## config.mk

```make
export PLATFORM = sky130hd
export DESIGN_NAME = wprot_regs
export DESIGN_NICKNAME = d
export VERILOG_FILES = /design/src/rtl/wprot_pkg.sv /design/src/rtl/wprot_decode.sv /design/src/rtl/wprot_cfg_bank.sv /design/src/rtl/wprot_status.sv /design/src/rtl/wprot_regs.sv
export SDC_FILE = /design/constraint.sdc
export NUM_CORES = 1
export LEC_CHECK = 0
export BUFFER_PORTS_ARGS = -buffer_cell sky130_fd_sc_hd__buf_2
export CORE_UTILIZATION = 35
export DETAILED_ROUTE_END_ITERATION = 6
export PLACE_DENSITY = 0.48
export RECOVER_POWER = 100
export REMOVE_ABC_BUFFERS = 1
export SETUP_SLACK_MARGIN = 0.1
export SYNTH_ARGS = -nofsm -noshare
export SYNTH_HDL_FRONTEND = slang
export SYNTH_SLANG_ARGS = --single-unit
```

## constraint.sdc

```tcl
create_clock -name clk -period 2.8 [get_ports clk]
set_clock_uncertainty 0.1 [all_clocks]
set_input_delay 0.14 -clock clk [delete_from_list [all_inputs] [get_ports clk]]
set_output_delay 0.14 -clock clk [all_outputs]
set_load 0.03 [all_outputs]
```

## src/rtl/wprot_pkg.sv

```systemverilog
package wprot_pkg;

   localparam int REGS_PER_CS = 4;
   localparam int SRC_LSB     = 8;

   typedef enum logic [1:0] {
      RK_SETUP = 2'd0,
      RK_PULSE = 2'd1,
      RK_CYCLE = 2'd2,
      RK_MODE  = 2'd3
   } reg_kind_e;

   function automatic int unsigned num_regs(input int unsigned n_cs);
      return n_cs * REGS_PER_CS;
   endfunction

endpackage

```

## src/rtl/wprot_decode.sv

```systemverilog
module wprot_decode
   import wprot_pkg::*;
#(
   parameter int NUM_CS    = 4,
   parameter int ADDR_W    = 6,
   parameter int PROT_ADDR = 56,
   parameter int STAT_ADDR = 57,
   localparam int NREG     = num_regs(NUM_CS),
   localparam int IDX_W    = $clog2(NREG)
) (
   input  logic              wr,
   input  logic [ADDR_W-1:0] waddr,
   input  logic              rd,
   input  logic [ADDR_W-1:0] raddr,
   input  logic              prot_en,
   output logic              cfg_we,
   output logic [IDX_W-1:0]  cfg_widx,
   output logic              prot_we,
   output logic              violation,
   output logic              allow,
   output logic              rd_cfg,
   output logic [IDX_W-1:0]  cfg_ridx,
   output logic              rd_prot,
   output logic              rd_stat
);
   localparam logic [ADDR_W:0]   NREG_A = (ADDR_W+1)'(NREG);
   localparam logic [ADDR_W-1:0] PROT_A = ADDR_W'(PROT_ADDR);
   localparam logic [ADDR_W-1:0] STAT_A = ADDR_W'(STAT_ADDR);

   logic w_in_cfg;
   logic r_in_cfg;

   always_comb begin
      w_in_cfg  = ({1'b0, waddr} < NREG_A);
      r_in_cfg  = ({1'b0, raddr} < NREG_A);
      violation = wr && w_in_cfg && prot_en;
      cfg_we    = wr && w_in_cfg && !prot_en;
      cfg_widx  = waddr[IDX_W-1:0];
      prot_we   = wr && (waddr == PROT_A);
      allow     = wr && !violation;
      rd_cfg    = rd && r_in_cfg;
      cfg_ridx  = raddr[IDX_W-1:0];
      rd_prot   = rd && (raddr == PROT_A);
      rd_stat   = rd && (raddr == STAT_A);
   end

endmodule

```

## src/rtl/wprot_cfg_bank.sv

```systemverilog
module wprot_cfg_bank
   import wprot_pkg::*;
#(
   parameter int NUM_CS  = 4,
   parameter int DATA_W  = 32,
   localparam int NREG   = num_regs(NUM_CS),
   localparam int IDX_W  = $clog2(NREG)
) (
   input  logic                        clk,
   input  logic                        rst_n,
   input  logic                        we,
   input  logic [IDX_W-1:0]            widx,
   input  logic [DATA_W-1:0]           wdata,
   output logic [NREG-1:0][DATA_W-1:0] cfg_q
);
   for (genvar cs = 0; cs < NUM_CS; cs++) begin : g_cs
      for (genvar k = 0; k < REGS_PER_CS; k++) begin : g_kind
         localparam int          SLOT   = cs * REGS_PER_CS + k;
         localparam logic [IDX_W-1:0] SLOT_I = IDX_W'(SLOT);
         always_ff @(posedge clk or negedge rst_n) begin
            if (!rst_n) begin
               cfg_q[SLOT] <= '0;
            end else if (we && (widx == SLOT_I)) begin
               cfg_q[SLOT] <= wdata;
            end
         end
      end
   end

endmodule

```

## src/rtl/wprot_status.sv

```systemverilog
module wprot_status #(
   parameter int ADDR_W = 6
) (
   input  logic              clk,
   input  logic              rst_n,
   input  logic              violation,
   input  logic [ADDR_W-1:0] viol_addr,
   input  logic              stat_rd,
   output logic              flag_q,
   output logic [ADDR_W-1:0] src_q
);
   always_ff @(posedge clk or negedge rst_n) begin
      if (!rst_n) begin
         flag_q <= 1'b0;
         src_q  <= '0;
      end else begin
         if (violation) begin
            flag_q <= 1'b1;
            src_q  <= viol_addr;
         end else if (stat_rd) begin
            flag_q <= 1'b0;
         end
      end
   end

endmodule

```

## src/rtl/wprot_regs.sv

```systemverilog
module wprot_regs
   import wprot_pkg::*;
#(
   parameter int NUM_CS    = 4,
   parameter int ADDR_W    = 6,
   parameter int DATA_W    = 32,
   parameter int PROT_ADDR = 56,
   parameter int STAT_ADDR = 57,
   parameter bit RDATA_REG = 1'b0
) (
   input  logic              clk,
   input  logic              rst_n,
   input  logic              bus_wr,
   input  logic [ADDR_W-1:0] bus_waddr,
   input  logic [DATA_W-1:0] bus_wdata,
   input  logic              bus_rd,
   input  logic [ADDR_W-1:0] bus_raddr,
   output logic [DATA_W-1:0] bus_rdata,
   output logic              wr_allow
);
   localparam int NREG  = num_regs(NUM_CS);
   localparam int IDX_W = $clog2(NREG);

   if (NUM_CS < 1) begin : g_chk_cs
      $error("NUM_CS must be at least 1");
   end
   if (NREG > (1 << ADDR_W)) begin : g_chk_space
      $error("ADDR_W too small for the chip-select registers");
   end
   if (PROT_ADDR < NREG || STAT_ADDR < NREG) begin : g_chk_overlap
      $error("guard and status addresses must lie above the chip-select registers");
   end
   if (PROT_ADDR == STAT_ADDR) begin : g_chk_same
      $error("guard and status addresses must differ");
   end
   if (PROT_ADDR >= (1 << ADDR_W) || STAT_ADDR >= (1 << ADDR_W)) begin : g_chk_range
      $error("guard or status address outside the address space");
   end
   if (DATA_W < SRC_LSB + ADDR_W) begin : g_chk_data
      $error("DATA_W too small for the status address field");
   end

   logic                        prot_en_q;
   logic                        cfg_we;
   logic [IDX_W-1:0]            cfg_widx;
   logic                        prot_we;
   logic                        violation;
   logic                        rd_cfg;
   logic [IDX_W-1:0]            cfg_ridx;
   logic                        rd_prot;
   logic                        rd_stat;
   logic [NREG-1:0][DATA_W-1:0] cfg_q;
   logic                        flag_q;
   logic [ADDR_W-1:0]           src_q;
   logic [DATA_W-1:0]           rd_mux;

   wprot_decode #(
      .NUM_CS   (NUM_CS),
      .ADDR_W   (ADDR_W),
      .PROT_ADDR(PROT_ADDR),
      .STAT_ADDR(STAT_ADDR)
   ) i_decode (
      .wr       (bus_wr),
      .waddr    (bus_waddr),
      .rd       (bus_rd),
      .raddr    (bus_raddr),
      .prot_en  (prot_en_q),
      .cfg_we   (cfg_we),
      .cfg_widx (cfg_widx),
      .prot_we  (prot_we),
      .violation(violation),
      .allow    (wr_allow),
      .rd_cfg   (rd_cfg),
      .cfg_ridx (cfg_ridx),
      .rd_prot  (rd_prot),
      .rd_stat  (rd_stat)
   );

   wprot_cfg_bank #(
      .NUM_CS(NUM_CS),
      .DATA_W(DATA_W)
   ) i_bank (
      .clk  (clk),
      .rst_n(rst_n),
      .we   (cfg_we),
      .widx (cfg_widx),
      .wdata(bus_wdata),
      .cfg_q(cfg_q)
   );

   wprot_status #(
      .ADDR_W(ADDR_W)
   ) i_status (
      .clk      (clk),
      .rst_n    (rst_n),
      .violation(violation),
      .viol_addr(bus_waddr),
      .stat_rd  (rd_stat),
      .flag_q   (flag_q),
      .src_q    (src_q)
   );

   always_ff @(posedge clk or negedge rst_n) begin
      if (!rst_n) begin
         prot_en_q <= 1'b0;
      end else if (prot_we) begin
         prot_en_q <= bus_wdata[0];
      end
   end

   always_comb begin
      rd_mux = '0;
      if (rd_cfg) begin
         rd_mux = cfg_q[cfg_ridx];
      end else if (rd_prot) begin
         rd_mux[0] = prot_en_q;
      end else if (rd_stat) begin
         rd_mux[0]                = flag_q;
         rd_mux[SRC_LSB +: ADDR_W] = src_q;
      end
   end

   if (RDATA_REG) begin : g_rd_reg
      always_ff @(posedge clk or negedge rst_n) begin
         if (!rst_n) begin
            bus_rdata <= '0;
         end else begin
            bus_rdata <= rd_mux;
         end
      end
   end else begin : g_rd_comb
      always_comb bus_rdata = rd_mux;
   end

endmodule

```

==> flow_summary.yaml, run 1 <==
synthesis:
  synth-compound-area-share: 0.02994
  async_reset_ff_frac: 1.000
  synthMuxAreaShare: 0.3681
  synth-simple-area-share: 0.02267
  avgSynthCellArea_um2: 15.26
  synth_xor_area_frac: 0
  syn_inst: 1544
  synth_top_family_by_area: "multiplexers"
  ys_warn_count: 0
  synth-seq-cells: 520
  synthFlopType: "dfrtp_1"
  ys_seq_area_frac: 0.5522
  syn_area_mm2: 0.02357
  post_synth_num_cell_types: 32
  synthAdderAreaFrac: 0
  synth_edf_count: 0
power:
  p_clk_frac: 0.413
  leakagePower_nw: 12.86
  power-per-cell-area_mw_per_mm2: 696.6
  combPwrFrac: 0.121
  power.internal_w: 0.01474
  ir_worst_vdd_v: 0.0005181
  finalPower_w: 0.01931
  pwr-share-seq: 0.466
  p_sw_frac: 0.2364
  switching_power_w: 0.004566
place:
  gp_routability_congestion: 0.7388
  place_inst: 2424
  io_buffer_count: 80
  place_area_mm2: 0.02535
  hpwl_mm: 36.30
cells_and_area:
  final_cells: 2582
  final_cell_mix: "dfrtp_1 (520), mux2_2 (507), mux4_2 (97)"
  num-fill-cells: 6097
  fin_nets: 1719
  drive_gt1_frac: 0.4878
  layout_commonest_cell: "dfrtp_1"
  finish.utilization: 0.4187
  area_delta_synth_final_pct: 17.63
  n_antenna_cell: 0
  final_cell_area_mm2: 0.02772
  regArea_mm2: 0.01301
  multi_input_area_mm2: 0.009977
sta:
  worstMarginPinSlew_ns: 2.256
  finalMaxSlewViolations: 69
  fin_crit_ns: 2.608
  rsz0062_at_grt: "no"
  timing_hold_violations_final: 0
  hold_ws_ns: 0.09230
  report.final.setup_viol: 0
  slew_headroom: -0.5038
  post-route-period-util: 0.9315
  max_freq_mhz: 383.4
critical_path:
  crit_fanout: 8
  startpoint_type: "primary input"
  cp.arrival_ns: 3.01
  required_ns: 3.20
  endpoint_kind: "flip-flop"
  critPathKind: "primary input to flip-flop"
global_route:
  grt_antenna_before_repair: 0
  grt_overflow_total: 0
  grt_pass1_wl_mm: 94.30
  grt_max_degree: 75
  grtUsageTotal: 0.1833
  grt_pass1_vias: 14852
cts:
  cts_buffers: 59
  htreeDepth: 2
  post_cts_buffers: 0
  clock_latency_ns: 0.61
  clk_pin_slew_ns: 0.06
  root_buffer: "clkbuf_16"
  clock_path_buffers: 3
  clock-sinks: 520
  cts_tree: "built"
die:
  pin_count: 81
  die_y_um: 261.5
  start_util: 0.3559
  rows: 94
  die_w_um: 261.5
  dieArea_mm2: 0.06837
  core_area_mm2: 0.06622
route:
  drtIter0Drc: 668
  totalWireLength_mm: 60.62
  first_pass_iters: 5
  antenna_left: 0
  vias: 13774
  avgRoutedWirePerCell_um: 23.48
  drc: 0
  routed_via_density: 5.335
run_status:
  status: "finished with violations"
  violations: "capacitance limit, slew limit"
job:
  maxCapViolations: 1
min_path:
  hold_path.class: "primary input to flip-flop"
[synth_stat cells, drive strengths merged (3+ instances only)]
cell type / n / area [um^2]
o21ai: 5 / 25.02
nor3b: 3 / 32.53
inv: 6 / 22.52
mux2i: 69 / 690.7
o221ai: 6 / 52.55
buf: 73 / 384.1
nand3: 34 / 170.2
nor2b: 4 / 25.02
and3: 3 / 18.77
dfrtp: 520 / 13010
mux2: 515 / 5799
nor2: 5 / 18.77
mux4: 97 / 2185
nand2: 47 / 176.4
o2111ai: 4 / 35.03
clkbuf: 62 / 232.7
a22oi: 53 / 397.9
o211ai: 25 / 187.7
nor3: 3 / 20.02
[logic make-up after synthesis]
kind of cell	Yosys count
multiplexers	681
AND/OR/NAND/NOR	108
buffers and inverters	141
flip-flops	520
AO/OA/AOI/OAI	94
[metrics by stage]
step	setup slack [ns]	TNS (ns)
5_1_grt	0.08003	0
4_1_cts	0.1418	0
2_1_floorplan	-3.007	-94.03
3_3_place_gp	0.4223	0
3_5_place_dp	0.3753	0
6_report	0.1918	0
[area by class of cell]
| type | instances | area share |
|---|---|---|
| Clock buffer | 89 | 0.06463 |
| Clock inverter | 19 | 0.008260 |
| Inverter | 6 | 0.0008124 |
| Tap cell | 864 | 0.03900 |
| Multi-Input combinational cell | 883 | 0.3599 |
| Sequential cell | 520 | 0.4694 |
| Timing Repair Buffer | 201 | 0.05800 |
[critical path: stages]
cell,delay [ns]
dlygate4sd3_1,0.53
buf_2,0.18
nor2b_1,0.36
nor3b_2,0.30
nand4_1,0.11
dlygate4sd3_1,0.57
mux2_2,0.27
dlygate4sd3_1,0.55
[timing repair]
item / CTS / global route
resized for setup: 0 / 2
setup endpoints to repair: 0 / 1
hold endpoints to repair: 1040 / 0
hold buffers: 50 / 0
[final timing paths]
check,startpoint,end,slack (ns),depth (start not counted)
worst max-delay path,bus_waddr[3],prot_en_q$_DFFE_PN0P_,0.19,8
worst min-delay path,bus_raddr[3],i_status.flag_q$_DFFE_PN0P_,0.09,5
worst max register to register,prot_en_q$_DFFE_PN0P_,i_bank.cfg_q[445]$_DFFE_PN0P_,0.19,6
worst min register to register,i_bank.cfg_q[475]$_DFFE_PN0P_,i_bank.cfg_q[475]$_DFFE_PN0P_,0.39,1
max in group asynchronous,rst_n,i_bank.cfg_q[244]$_DFFE_PN0P_,0.46,3
min in group asynchronous,rst_n,i_bank.cfg_q[135]$_DFFE_PN0P_,0.64,2
[routing by layer]
metal  vias up  wire [um]  global-route usage
met1      7438      28930              0.2659
met3        91       2380             0.02391
met4         0       1248             0.04587
met5         -          0                   0
li1       6034          -                   -
met2       211      28060              0.2901
[flip-flops by register name, summed over array words and instances, names as in the netlist]
signal           flops
i_status.flag_q      1
i_bank.cfg_q       512
prot_en_q            1
i_status.src_q       6
[power groups by stage]
stage | combinational [W] | clock [W] | sequential (W)
3_5_place_dp | 0.00232 | 0 | 0.00914
2_1_floorplan | 0.00154 | 0 | 0.00897
5_1_grt | 0.00257 | 0.00853 | 0.00913
3_3_place_gp | 0.00225 | 0 | 0.00909
6_report | 0.00234 | 0.00797 | 0.00900
4_1_cts | 0.00240 | 0.00824 | 0.00900
(Power assumes the default switching activity.)
==> run 2: changes to the inputs <==
--- a/config.mk
+++ b/config.mk
@@ -8,7 +8,6 @@
 export BUFFER_PORTS_ARGS = -buffer_cell sky130_fd_sc_hd__buf_2
 export CORE_UTILIZATION = 35
 export DETAILED_ROUTE_END_ITERATION = 6
-export PLACE_DENSITY = 0.48
 export RECOVER_POWER = 100
 export REMOVE_ABC_BUFFERS = 1
 export SETUP_SLACK_MARGIN = 0.1
==> flow_summary.yaml, run 2 (same netlist as run 1, synthesis figures left out) <==
min_path:
  min-delay-start: "bus_raddr[3]"
  holdPathStages: 5
  hold_path.class: "primary input to flip-flop"
  hold_end: "i_status.flag_q$_DFFE_PN0P_"
sta:
  slew_headroom: -0.2439
  max_freq_mhz: 382.9
  setup-tns-final_ns: 0
  rsz0062_at_grt: "no"
  finalMaxSlewViolations: 71
  post-route-period-util: 0.9326
  fin_crit_ns: 2.611
  timing_hold_violations_final: 0
  hold_ws_ns: 0.09495
  report.final.setup_viol: 0
  worstMarginPinSlew_ns: 1.866
job:
  maxCapViolations: 1
cells_and_area:
  largest_reg_flops: 512
  multi_input_area_mm2: 0.009977
  n_antenna_cell: 0
  fin_nets: 1705
  layout_commonest_cell: "dfrtp_1"
  final_cell_mix: "dfrtp_1 (520), mux2_2 (507), mux4_2 (97)"
  area_delta_synth_final_pct: 15.75
  largestRegisters: "i_bank.cfg_q x512, i_status.src_q x6"
  drive_gt1_frac: 0.4829
  num-fill-cells: 6089
  regMostFlops: "i_bank.cfg_q"
  regArea_mm2: 0.01301
critical_path:
  startpoint_type: "flip-flop"
  critPathKind: "flip-flop to flip-flop"
  ff2ff_path_depth: 5
  cpPeakStageDelay_ns: 0.56
  regToRegSetupSlack_ns: 0.19
  rr_endpoint: "i_bank.cfg_q[197]$_DFFE_PN0P_"
  cp_top_family: "simple AND/OR/NAND/NOR gates"
  r2r-start: "prot_en_q$_DFFE_PN0P_"
  cp_cell_sequence: "or4b_1, nor3b_2, nand2_2, clkbuf_2, mux2_2"
  crit_fanout: 17
  endpoint_kind: "flip-flop"
  required_ns: 3.19
  cp.arrival_ns: 3.00
  path_buf_inv: 1
  cpMaxStageDelayCell: "or4b_1"
run_status:
  violations: "capacitance limit, slew limit"
  status: "finished with violations"
route:
  drtIter0Drc: 841
  avgRoutedWirePerCell_um: 22.63
  routed_via_density: 5.334
  vias: 13654
  drc: 0
  antenna_left: 0
  totalWireLength_mm: 57.94
  first_pass_iters: 5
die:
  start_util: 0.3559
  dieArea_mm2: 0.06837
  die_y_um: 261.5
  core_area_mm2: 0.06622
  pin_count: 81
  rows: 94
  die_w_um: 261.5
power:
  p_clk_frac: 0.382
  power-per-cell-area_mw_per_mm2: 671.7
  power.internal_w: 0.01397
  leakagePower_nw: 12.66
  ir_worst_vdd_v: 0.0003907
  combPwrFrac: 0.127
  switching_power_w: 0.004348
  finalPower_w: 0.01832
  p_sw_frac: 0.2373
  pwr-share-seq: 0.491
place:
  hpwl_mm: 35.50
  gp_routability_congestion: 0.7517
  io_buffer_count: 80
cts:
  root_buffer: "clkbuf_16"
  cts_tree: "built"
  clock-sinks: 520
  htreeDepth: 2
  cts_buffers: 54
  clock_latency_ns: 0.60
  clk_pin_slew_ns: 0.06
  clock_path_buffers: 3
global_route:
  grt_pass1_vias: 14772
  grt_max_degree: 86
  grt_pass1_wl_mm: 90.87
  grt_antenna_before_repair: 2
  grt_overflow_total: 0
  grtUsageTotal: 0.1749
## run 2: cell count changes in the layout (fill, tap and decap cells not counted), moves of 2 or more
cell,previous run,this run
clkbuf_1,45,42
clkbuf_16,61,57
buf_4,25,28
clkinv_2,11,5
bufinv_16,5,0
clkinvlp_4,2,0
buf_12,19,10
buf_2,49,52
## run 2: layer usage
| metal | GRT usage | vias to the layer above | share of wire | wire, um |
|---|---|---|---|---|
| met1 | 0.2450 | 7308 | 0.47 | 26960 |
| met5 | 0 | - | 0.00019 | 11 |
| met3 | 0.03620 | 82 | 0.045 | 2616 |
| met4 | 0.04328 | 2 | 0.019 | 1108 |
| met2 | 0.2770 | 256 | 0.47 | 27250 |
| li1 | - | 6006 | - | - |
## run 2: worst max-delay path by stage
stage                                startpoint                       endpoint  depth (start not counted)
after global placement    prot_en_q$_DFFE_PN0P_  i_bank.cfg_q[382]$_DFFE_PN0P_                          5
after CTS                          bus_waddr[2]          prot_en_q$_DFFE_PN0P_                          8
after detailed placement  prot_en_q$_DFFE_PN0P_  i_bank.cfg_q[470]$_DFFE_PN0P_                          5
after global routing      prot_en_q$_DFFE_PN0P_  i_bank.cfg_q[197]$_DFFE_PN0P_                          5
final                     prot_en_q$_DFFE_PN0P_  i_bank.cfg_q[197]$_DFFE_PN0P_                          5
after floorplan                    bus_raddr[4]                  bus_rdata[14]                          3
## run 2: per-stage QoR
stage / setup WS, ns / std cells / cell area [um^2] / util
after floorplan: -3.007 / 1409 / 22950 / -
after global placement: 0.4104 / 2415 / 25210 / 0.3807
after detailed placement: 0.3556 / 2415 / 25210 / 0.3807
after CTS: 0.1130 / 2560 / 27440 / 0.4144
after global routing: 0.09080 / 2560 / 27280 / 0.4119
final: 0.1886 / 2560 / 27280 / 0.4119
## run 2: cell type report
type | instances | share of cell area
Sequential cell | 520 | 0.4770
Multi-Input combinational cell | 883 | 0.3658
Clock buffer | 89 | 0.06220
Timing Repair Buffer | 192 | 0.05330
Tap cell | 864 | 0.03963
Clock inverter | 6 | 0.001238
Inverter | 6 | 0.0008257
## run 2: repair_timing
item / in CTS / in global routing
hold buffers: 50 / 0
endpoints found under the setup margin: 0 / 1
buffers inserted: 0 / 0
hold endpoints to repair: 959 / 0
resized for setup: 0 / 2
## run 2: worst reg2reg max path: cells and delay by family (launching register included)
family                 cells  cell delay, ns
AND/OR/NAND/NOR            3            1.04
multiplexers               1            0.48
flip-flops                 1            0.42
buffers and inverters      1            0.47
## run 2: power by group through the flow
stage / registers, W / logic [W] / clock network, W
finish: 0.00899 / 0.00232 / 0.00700
global route: 0.00912 / 0.00255 / 0.00755
detailed placement: 0.00913 / 0.00229 / 0
CTS: 0.00899 / 0.00238 / 0.00722
global placement: 0.00906 / 0.00221 / 0
floorplan: 0.00897 / 0.00154 / 0
==> run 3: changes to the inputs <==
==> constraint.sdc (replaced) <==
create_clock -name clk -period 3.23 [get_ports clk]
set_clock_uncertainty 0.1 [all_clocks]
set_input_delay 0.1615 -clock clk [delete_from_list [all_inputs] [get_ports clk]]
set_output_delay 0.1615 -clock clk [all_outputs]
set_load 0.03 [all_outputs]
==> flow_summary.yaml, run 3 (same netlist as run 1, synthesis figures left out) <==
run_status:
  status: "finished with violations"
  violations: "capacitance limit, slew limit"
cts:
  clock_latency_ns: 0.61
  root_buffer: "clkbuf_16"
  clock-sinks: 520
  cts_tree: "built"
  htreeDepth: 2
  post_cts_buffers: 0
  postCtsResizedCells: 0
  cts_buffers: 56
  clk_pin_slew_ns: 0.06
  clock_path_buffers: 3
global_route:
  grt_max_degree: 87
  grt_overflow_total: 0
  grtUsageTotal: 0.1783
  grt_antenna_before_repair: 1
  grt_pass1_vias: 14883
  grt_pass1_wl_mm: 92.37
die:
  core_area_mm2: 0.06622
  rows: 94
  pin_count: 81
  start_util: 0.3559
  dieArea_mm2: 0.06837
  die_w_um: 261.5
  die_y_um: 261.5
sta:
  finalMaxSlewViolations: 82
  max_freq_mhz: 336.5
  slew_headroom: -0.6828
  report.final.setup_viol: 0
  worstMarginPinSlew_ns: 2.524
  timing_hold_violations_final: 0
  setup-tns-final_ns: 0
  rsz0062_at_grt: "no"
  fin_crit_ns: 2.972
  post-route-period-util: 0.9201
power:
  power.internal_w: 0.01238
  p_sw_frac: 0.2402
  finalPower_w: 0.01629
  p_clk_frac: 0.397
  pwr-share-seq: 0.479
  ir_worst_vdd_v: 0.0004203
  combPwrFrac: 0.124
  power-per-cell-area_mw_per_mm2: 595.7
  leakagePower_nw: 12.67
  switching_power_w: 0.003913
route:
  avgRoutedWirePerCell_um: 23.26
  first_pass_iters: 7
  vias: 13766
  drc: 0
  totalWireLength_mm: 59.33
  antenna_left: 0
  routed_via_density: 5.396
  drtIter0Drc: 803
place:
  hpwl_mm: 33.39
  io_buffer_count: 80
  place_inst: 2398
  gp_routability_congestion: 0.7334
critical_path:
  crit_fanout: 26
  critPathKind: "flip-flop to flip-flop"
  regToRegSetupSlack_ns: 0.26
  endpoint_kind: "flip-flop"
  cp.arrival_ns: 3.36
  startpoint_type: "flip-flop"
  required_ns: 3.61
cells_and_area:
  final_cells: 2551
  regMostFlops: "i_bank.cfg_q"
  final_cell_mix: "dfrtp_1 (520), mux2_2 (507), mux4_2 (97)"
  n_antenna_cell: 0
  largest_reg_flops: 512
  layout_commonest_cell: "dfrtp_1"
  finish.utilization: 0.4131
  drive_gt1_frac: 0.4778
  largestRegisters: "i_bank.cfg_q x512, i_status.src_q x6"
  fin_nets: 1690
  area_delta_synth_final_pct: 16.08
min_path:
  hold_path.class: "primary input to flip-flop"
job:
  maxCapViolations: 1
==> run 3: cell count changes in the layout (fill, tap and decap cells not counted), moves of 2 or more <==
cell	delta
clkbuf_4	-3
nand2_2	-3
buf_6	-4
clkbuf_2	-9
clkinv_2	+2
clkbuf_8	+5
nand2_1	+3
buf_4	-10
clkinvlp_4	+2
buf_12	+6
bufinv_16	+2
==> run 3: power by group through the flow <==
stage / Combinational, W / Sequential (W) / Clock [W]
final: 0.00203 / 0.00780 / 0.00647
after global routing: 0.00221 / 0.00791 / 0.00689
after CTS: 0.00206 / 0.00780 / 0.00663
after detailed placement: 0.00198 / 0.00792 / 0
after global placement: 0.00192 / 0.00786 / 0
after floorplan: 0.00133 / 0.00777 / 0
==> run 3: repair_timing <==
item / 4_1_cts / 5_1_grt
hold endpoints to repair: 597 / 0
endpoints found under the setup margin: 0 / 0
hold buffers: 50 / 0
==> run 3: worst max-delay path: stages (launching register included) <==
cell and delay [ns]:
dfrtp_1 0.42, or4b_1 0.55, nor3b_1 0.55, nand2_1 0.48
buf_6 0.40, mux2_2 0.33
==> run 3: area by class of cell <==
class	count	area [um^2]
Multi-Input combinational cell	883	9962
Tap cell	864	1081
Sequential cell	520	13010
Fill cell	6071	38860
Clock buffer	89	1725
Clock inverter	14	155.1
Inverter	6	22.52
Timing Repair Buffer	175	1396
==> run 3: path summary, 6_finish.rpt <==
kind	cells after the start	startpoint	endpoint
max in group asynchronous	3	rst_n	i_bank.cfg_q[292]$_DFFE_PN0P_
setup reg to reg	5	prot_en_q$_DFFE_PN0P_	i_bank.cfg_q[40]$_DFFE_PN0P_
hold / removal	5	bus_raddr[3]	i_status.flag_q$_DFFE_PN0P_
setup / recovery	5	prot_en_q$_DFFE_PN0P_	i_bank.cfg_q[40]$_DFFE_PN0P_
hold reg to reg	1	i_bank.cfg_q[453]$_DFFE_PN0P_	i_bank.cfg_q[453]$_DFFE_PN0P_
min in group asynchronous	2	rst_n	i_bank.cfg_q[102]$_DFFE_PN0P_
==> run 3: layer usage <==
| metal | track usage | vias to the layer above | share of wire |
|---|---|---|---|
| met3 | 0.03175 | 90 | 0.041 |
| met5 | 0 | - | 0.00019 |
| met2 | 0.2841 | 283 | 0.46 |
| li1 | - | 5968 | - |
| met4 | 0.04344 | 2 | 0.021 |
| met1 | 0.2520 | 7423 | 0.47 |
==> run 3: stage by stage <==
| stage | hold slack [ns] | cell area (um^2) | setup WS, ns |
|---|---|---|---|
| 6_report | 0.1484 | 27360 | 0.2581 |
| 5_1_grt | 0.1377 | 27360 | 0.1669 |
| 4_1_cts | 0.09494 | 27480 | 0.4933 |
| 3_5_place_dp | 0.1511 | 25100 | 0.7160 |
| 3_3_place_gp | 0.1414 | 25100 | 0.7347 |
| 2_1_floorplan | -0.2341 | 22950 | -2.620 |
